==> config.mk <==
export PLATFORM = sky130hd
export DESIGN_NAME = i2cEepromTarget
export DESIGN_NICKNAME = d
export VERILOG_FILES = /design/src/rtl/i2cEepPkg.sv /design/src/rtl/i2cLineSync.sv /design/src/rtl/i2cDatapath.sv /design/src/rtl/i2cCtl.sv /design/src/rtl/i2cEepromTarget.sv
export SDC_FILE = /design/constraint.sdc
export NUM_CORES = 2
export LEC_CHECK = 0
export ABC_CLOCK_PERIOD_IN_PS = 2610
export BUFFER_PORTS_ARGS = -buffer_cell sky130_fd_sc_hd__buf_2
export CORE_ASPECT_RATIO = 1.4
export CORE_MARGIN = 5
export CORE_UTILIZATION = 25
export CTS_BUF_LIST = sky130_fd_sc_hd__clkbuf_4
export CTS_CLUSTER_SIZE = 25
export DETAILED_ROUTE_END_ITERATION = 10
export PLACE_DENSITY = 0.37
export SLEW_MARGIN = 10
export SYNTH_ARGS = -nofsm -noshare
export SYNTH_HDL_FRONTEND = slang
export SYNTH_SLANG_ARGS = --single-unit
==> constraint.sdc <==
create_clock -name clk -period 2.61 [get_ports clk]
set_input_delay 0.522 -clock clk [delete_from_list [all_inputs] [get_ports clk]]
set_output_delay 0.522 -clock clk [all_outputs]
set_load 0.05 [all_outputs]
==> src/rtl/i2cEepPkg.sv <==
package i2cEepPkg;

  typedef enum logic [2:0] {
    PH_IDLE,
    PH_DEV,
    PH_WORD,
    PH_DATA,
    PH_READ,
    PH_HOLD
  } phaseT;

  typedef struct packed {
    logic shiftIn;
    logic loadWord;
    logic writeMem;
    logic loadTx;
    logic shiftTx;
  } dpStrobeT;

  localparam logic [3:0] DEV_TYPE = 4'b1010;
  localparam int BYTE_W = 8;

endpackage

==> src/rtl/i2cLineSync.sv <==
module i2cLineSync #(
  parameter int STAGES = 2
) (
  input  logic clk,
  input  logic rstN,
  input  logic sclIn,
  input  logic sdaIn,
  output logic sclS,
  output logic sclPrev,
  output logic sdaS,
  output logic sdaPrev
);
  localparam int LAST = STAGES;

  logic [LAST:0] sclPipe;
  logic [LAST:0] sdaPipe;

  always_ff @(posedge clk or negedge rstN) begin
    if (!rstN) begin
      sclPipe <= '1;
      sdaPipe <= '1;
    end else begin
      sclPipe <= {sclPipe[LAST-1:0], sclIn};
      sdaPipe <= {sdaPipe[LAST-1:0], sdaIn};
    end
  end

  assign sclS    = sclPipe[LAST-1];
  assign sclPrev = sclPipe[LAST];
  assign sdaS    = sdaPipe[LAST-1];
  assign sdaPrev = sdaPipe[LAST];

endmodule

==> src/rtl/i2cDatapath.sv <==
module i2cDatapath
  import i2cEepPkg::*;
#(
  parameter int ADDR_W = 8
) (
  input  logic              clk,
  input  logic              rstN,
  input  dpStrobeT          stb,
  input  logic              sdaBit,
  output logic [BYTE_W-1:0] rxByte,
  output logic              txMsb
);
  localparam int DEPTH = 1 << ADDR_W;

  logic [BYTE_W-1:0] store [DEPTH];
  logic [ADDR_W-1:0] wordPtr;
  logic [BYTE_W-1:0] txReg;

  always_ff @(posedge clk or negedge rstN) begin
    if (!rstN) begin
      for (int k = 0; k < DEPTH; k++) store[k] <= '0;
    end else if (stb.writeMem) begin
      store[wordPtr] <= rxByte;
    end
  end

  always_ff @(posedge clk or negedge rstN) begin
    if (!rstN) begin
      rxByte  <= '0;
      wordPtr <= '0;
      txReg   <= '1;
    end else begin
      if (stb.shiftIn)  rxByte  <= {rxByte[BYTE_W-2:0], sdaBit};
      if (stb.loadWord) wordPtr <= ADDR_W'(rxByte);
      if (stb.loadTx)        txReg <= store[wordPtr];
      else if (stb.shiftTx)  txReg <= {txReg[BYTE_W-2:0], 1'b1};
    end
  end

  assign txMsb = txReg[BYTE_W-1];

  AST_ONE_STROBE: assert property (@(posedge clk) disable iff (!rstN)
    $onehot0({stb.shiftIn, stb.loadWord, stb.writeMem, stb.loadTx, stb.shiftTx}));

  AST_LOAD_KEEPS_PTR: assert property (@(posedge clk) disable iff (!rstN)
    stb.loadTx |=> $stable(wordPtr));

endmodule

==> src/rtl/i2cCtl.sv <==
module i2cCtl
  import i2cEepPkg::*;
(
  input  logic              clk,
  input  logic              rstN,
  input  logic              sclS,
  input  logic              sclPrev,
  input  logic              sdaS,
  input  logic              sdaPrev,
  input  logic [2:0]        chipSel,
  input  logic [BYTE_W-1:0] rxByte,
  input  logic              txMsb,
  output dpStrobeT          stb,
  output logic              sdaPullLow
);
  phaseT      phase, phaseN, ackNext, ackNextN;
  logic [3:0] bitCnt, bitCntN;
  logic       ackOn, ackOnN;

  logic startEv, stopEv, sclRise, sclFall, devHit;

  assign startEv = sclS && sclPrev && sdaPrev && !sdaS;
  assign stopEv  = sclS && sclPrev && !sdaPrev && sdaS;
  assign sclRise = sclS && !sclPrev;
  assign sclFall = !sclS && sclPrev;
  assign devHit  = (rxByte[7:4] == DEV_TYPE) && (rxByte[3:1] == chipSel);

  always_comb begin
    phaseN   = phase;
    bitCntN  = bitCnt;
    ackOnN   = ackOn;
    ackNextN = ackNext;
    stb      = '0;
    if (startEv) begin
      phaseN  = PH_DEV;
      bitCntN = '0;
      ackOnN  = 1'b0;
    end else if (stopEv) begin
      phaseN  = PH_IDLE;
      bitCntN = '0;
      ackOnN  = 1'b0;
    end else begin
      case (phase)
        PH_DEV, PH_WORD, PH_DATA: begin
          if (sclRise && bitCnt < 4'd8) begin
            stb.shiftIn = 1'b1;
            bitCntN     = bitCnt + 4'd1;
          end else if (sclFall && bitCnt == 4'd8) begin
            bitCntN = 4'd9;
            case (phase)
              PH_DEV: begin
                if (devHit) begin
                  ackOnN   = 1'b1;
                  ackNextN = rxByte[0] ? PH_READ : PH_WORD;
                end else begin
                  phaseN  = PH_IDLE;
                  bitCntN = '0;
                end
              end
              PH_WORD: begin
                ackOnN       = 1'b1;
                ackNextN     = PH_DATA;
                stb.loadWord = 1'b1;
              end
              default: begin
                ackOnN       = 1'b1;
                ackNextN     = PH_HOLD;
                stb.writeMem = 1'b1;
              end
            endcase
          end else if (sclFall && bitCnt == 4'd9) begin
            ackOnN     = 1'b0;
            bitCntN    = '0;
            phaseN     = ackNext;
            stb.loadTx = (ackNext == PH_READ);
          end
        end
        PH_READ: begin
          if (sclRise && bitCnt < 4'd8) begin
            bitCntN = bitCnt + 4'd1;
          end else if (sclFall && bitCnt == 4'd8) begin
            phaseN  = PH_HOLD;
            bitCntN = '0;
          end else if (sclFall && bitCnt != 4'd0) begin
            stb.shiftTx = 1'b1;
          end
        end
        default: ;
      endcase
    end
  end

  always_ff @(posedge clk or negedge rstN) begin
    if (!rstN) begin
      phase   <= PH_IDLE;
      ackNext <= PH_IDLE;
      bitCnt  <= '0;
      ackOn   <= 1'b0;
    end else begin
      phase   <= phaseN;
      ackNext <= ackNextN;
      bitCnt  <= bitCntN;
      ackOn   <= ackOnN;
    end
  end

  assign sdaPullLow = ackOn || (phase == PH_READ && !txMsb);

  AST_START_REARMS: assert property (@(posedge clk) disable iff (!rstN)
    startEv |=> (phase == PH_DEV && bitCnt == 4'd0 && !ackOn));

  AST_STOP_RELEASES: assert property (@(posedge clk) disable iff (!rstN)
    stopEv |=> (phase == PH_IDLE && !sdaPullLow));

  AST_QUIET_WHEN_IDLE: assert property (@(posedge clk) disable iff (!rstN)
    (phase == PH_IDLE || phase == PH_HOLD) |-> !sdaPullLow);

  AST_ACK_IN_LOW: assert property (@(posedge clk) disable iff (!rstN)
    $rose(ackOn) |-> (!sclS && $past(bitCnt) == 4'd8));

  AST_PULL_STABLE_HIGH: assert property (@(posedge clk) disable iff (!rstN)
    (sclS && sclPrev) |-> $stable(sdaPullLow));

endmodule

==> src/rtl/i2cEepromTarget.sv <==
module i2cEepromTarget
  import i2cEepPkg::*;
#(
  parameter int ADDR_W      = 8,
  parameter int SYNC_STAGES = 2
) (
  input  logic       clk,
  input  logic       rstN,
  input  logic       sclIn,
  input  logic       sdaIn,
  input  logic [2:0] chipSel,
  output logic       sdaPullLow
);
  logic              sclS, sclPrev, sdaS, sdaPrev, txMsb;
  logic [BYTE_W-1:0] rxByte;
  dpStrobeT          stb;

  i2cLineSync #(.STAGES(SYNC_STAGES)) i_sync (
    .clk(clk), .rstN(rstN), .sclIn(sclIn), .sdaIn(sdaIn),
    .sclS(sclS), .sclPrev(sclPrev), .sdaS(sdaS), .sdaPrev(sdaPrev)
  );

  i2cCtl i_ctl (
    .clk(clk), .rstN(rstN), .sclS(sclS), .sclPrev(sclPrev),
    .sdaS(sdaS), .sdaPrev(sdaPrev), .chipSel(chipSel),
    .rxByte(rxByte), .txMsb(txMsb), .stb(stb), .sdaPullLow(sdaPullLow)
  );

  i2cDatapath #(.ADDR_W(ADDR_W)) i_dp (
    .clk(clk), .rstN(rstN), .stb(stb), .sdaBit(sdaS),
    .rxByte(rxByte), .txMsb(txMsb)
  );

endmodule

==> results.toml <==
[worst_setup_path]
path_cells = "buf_16, buf_16, buf_8, mux4_2, a22oi_2, buf_4, nand4_1, buf_4, a221o_1, a221o_1, a22o_1"
end_kind = "register"
worstPathArrival_ns = 4.54
critPathKind = "reg -> reg"
critical_path.slowest_cell = "dfrtp_4"
worstReg2RegStart = "i_dp.wordPtr[1]"
crit_family = "compound AO/OA/AOI/OAI gates"
crit_fanout = 7
cp.required_ns = 3.91
critPathLaunchType = "register"
startpoint = "i_dp.wordPtr[1]"
path_buf_inv = 5
slowest_delay_ns = 0.53

[synth]
ys_ff_latch = 2089
yosysWarnings = 0
netlist_instances = 6392
avgSynthCellArea_um2 = 15.32
ys_types = 76
synth_ff_type = "dfrtp_1"
async_flop_share = 1.000
syn_nets = 6402
synth_edf_count = 0
syn_area_um2 = 97910
yosysSeqAreaShare = 0.5341

[timing]
fin_crit_ns = 3.235
max_slew.worst_pin.slew_ns = 1.113
whs_ns = 0.3518
rsz0062_at_grt = "yes"
finalSetupViolations = 2058
maxSlewViolCount = 0
clock_skew_ns = 0.1760
finalCritPeriodShare = 1.240
setup-tns-final_ns = -701.49
timing.final.ws_setup_ns = -0.6254
max_clock_freq_mhz = 309.1
finalHoldViolCount = 0
relSlewSlack = 0.2578

[drt]
drcViolationCount = 0
avgViaCountPerCell = 4.639
post_drt_wl_per_cell_um = 26.77
dr.pass1.iters = 5
vias = 61058
ant_nets = 0
drt_wl_total_um = 352300
first_iter_violations = 2903

[hold_path]
hp-start = "sclIn"
hold_class = "in -> reg"

[global_route]
grt_start_max_net_pins = 159
antenna_found_initial = 10
grt_pass1_vias = 67217
grt_usage = 0.1698
grt_overflow = 0
grt_pass1_wl_um = 505800

[layout]
drive_gt1_frac = 0.6032
nFillCells = 38605
syn_to_final_growth_pct = 28.40
final_nets = 7535
ff_latch_area_um2 = 52340
multi_input_area_um2 = 46710
final_util = 0.3215

[placement]
place_congestion = 0.7829
dp_hpwl_um = 231600
io_buffers = 7

[die]
fp.dieH_um = 750.5
io_pins = 8
fp-row-count = 272
core_um2 = 391000
die_area_um2 = 404400
initial_core_util = 0.2504
die_x_um = 538.9

[pwr]
power.density_nw_per_um2 = 562.1
p_leak_nw = 59.64
peakVddDrop_mv = 1.191

[clocking]
cts_tree = "done"
cts-root-buf = "clkbuf_4"
cts.sinks = 2089
clk_transition_reported_paths_ns = 0.07
htree_levels = 6
clock_latency_ns = 1.44
cts_buffers = 579
clk_path_buf_depth = 4

[outcome]
outcome = "complete, but fails checks"
violations = "negative setup slack"

[job]
maxCapViolCount = 0
==> cell families after synthesis <==
kind of cell               Yosys count  share of synthesized area
buffers and inverters              499                    0.02373
adders and majority gates            3                  0.0003834
muxes                             2762                     0.3567
AOI/OAI and AO/OA                  422                    0.02948
DFF                               2089                     0.5341
xor gates and xnor gates             6                  0.0005367
and+or+nand+nor                    611                    0.05509
==> metrics by stage <==
stage / cell area (um^2) / setup WS [ns] / total power, W / std cells
floorplan: 98480 / -0.1325 / 0.03590 / 6392
global placement: 112400 / -1.378 / 0.03976 / 11958
detailed placement: 112400 / -1.284 / 0.03983 / 11958
CTS: 122900 / -0.7392 / 0.07243 / 13055
global route: 125700 / -0.6934 / 0.07426 / 13155
finish: 125700 / -0.6254 / 0.07066 / 13162
==> Yosys cell counts, types with 34 or more instances <==
cell,count,area (um^2)
a21oi_1,68,340.3
a22oi_1,47,352.8
buf_2,141,705.7
clkbuf_1,281,1055
dfrtp_1,2075,51920
mux2_2,2077,23390
mux2i_1,311,3113
mux4_2,374,8423
nand2_1,87,326.6
nand3_1,34,170.2
nor2_1,59,221.5
nor2_2,128,800.8
nor2_8,130,2603
nor2b_1,44,275.3
o21ai_0,34,170.2
o22ai_1,110,688.2
==> state kept, by name, indices dropped and copies added, names as in the netlist <==
name / count
i_ctl.ackNext: 3
i_ctl.ackOn: 1
i_ctl.bitCnt: 4
i_ctl.phase: 3
i_dp.rxByte: 8
i_dp.store: 2048
i_dp.txReg: 8
i_dp.wordPtr: 8
i_sync.sclPipe: 3
i_sync.sdaPipe: 3
==> report_power, final <==
part / switching (W) / leakage [nW] / total (W) / internal [W]
registers: 0.000243 / 29.1 / 0.0328 / 0.0326
clock network: 0.0147 / 4.45 / 0.0314 / 0.0167
logic: 0.00522 / 26.1 / 0.00648 / 0.00127
==> worst paths after layout <==
path | endpoint | slack (ns) | cells past startpoint
setup / recovery | i_dp.txReg[7] | -0.63 | 11
hold / removal | i_sync.sclPipe[0] | 0.35 | 3
setup reg to reg | i_dp.txReg[7] | -0.63 | 11
hold reg to reg | i_sync.sdaPipe[1] | 0.37 | 0
max in group asynchronous | i_dp.store[1435] | 0.94 | 6
min in group asynchronous | i_dp.store[1682] | 0.44 | 4
==> placed cells by master, fill, tap and decap left out, types with 11 or more instances in the layout <==
cell,n
dfrtp_1,2060
mux2_2,1465
clkbuf_4,860
mux2_4,612
buf_4,602
mux4_2,374
buf_12,310
mux2i_1,307
nor2_8,130
o22ai_1,107
clkinv_1,93
nor2_4,85
nand2_1,84
buf_6,67
a21oi_1,64
nor2_1,54
nor2_2,49
nor2b_1,39
a22oi_1,38
o21ai_0,32
nand3_1,30
a211oi_1,27
buf_16,24
a221oi_1,19
a31oi_1,18
bufinv_16,17
inv_2,16
buf_8,15
inv_1,14
dfstp_2,14
diode_2,12
nand4_1,12
a2111oi_0,12
dfrtp_4,12
nand2_8,11
==> area by class of cell <==
class,instances,share of cell area
sequential,2089,0.4163
multi-input combinational,3804,0.3715
timing repair buffer,1036,0.1002
tap,5206,0.05181
clock buffer,860,0.05135
clock inverter,140,0.008051
inverter,15,0.0004479
antenna,12,0.0002389
==> worst reg2reg max path, stage by stage, from the launching register on <==
cell	delay, ns
dfrtp_4	0.53
buf_16	0.18
buf_16	0.23
buf_8	0.15
mux4_2	0.30
a22oi_2	0.20
buf_4	0.17
nand4_1	0.32
buf_4	0.27
a221o_1	0.34
a221o_1	0.27
a22o_1	0.21
==> metal layers <==
metal,up-vias,wire [um],GRT usage
li1,26437,-,-
met1,33057,145600,0.2054
met2,1002,185900,0.3125
met5,-,45,0
met4,6,10620,0.04900
met3,556,10120,0.02372
==> timing repair <==
action	CTS	global route
gates cloned	4	4
endpoints found under the hold margin	2100	0
endpoints found under the setup margin	2057	2061
hold buffers	9	0
gates resized for setup	415	423
setup buffers	84	99
pin swaps	94	95
No activity file was read; power rests on OpenSTA's default activity.
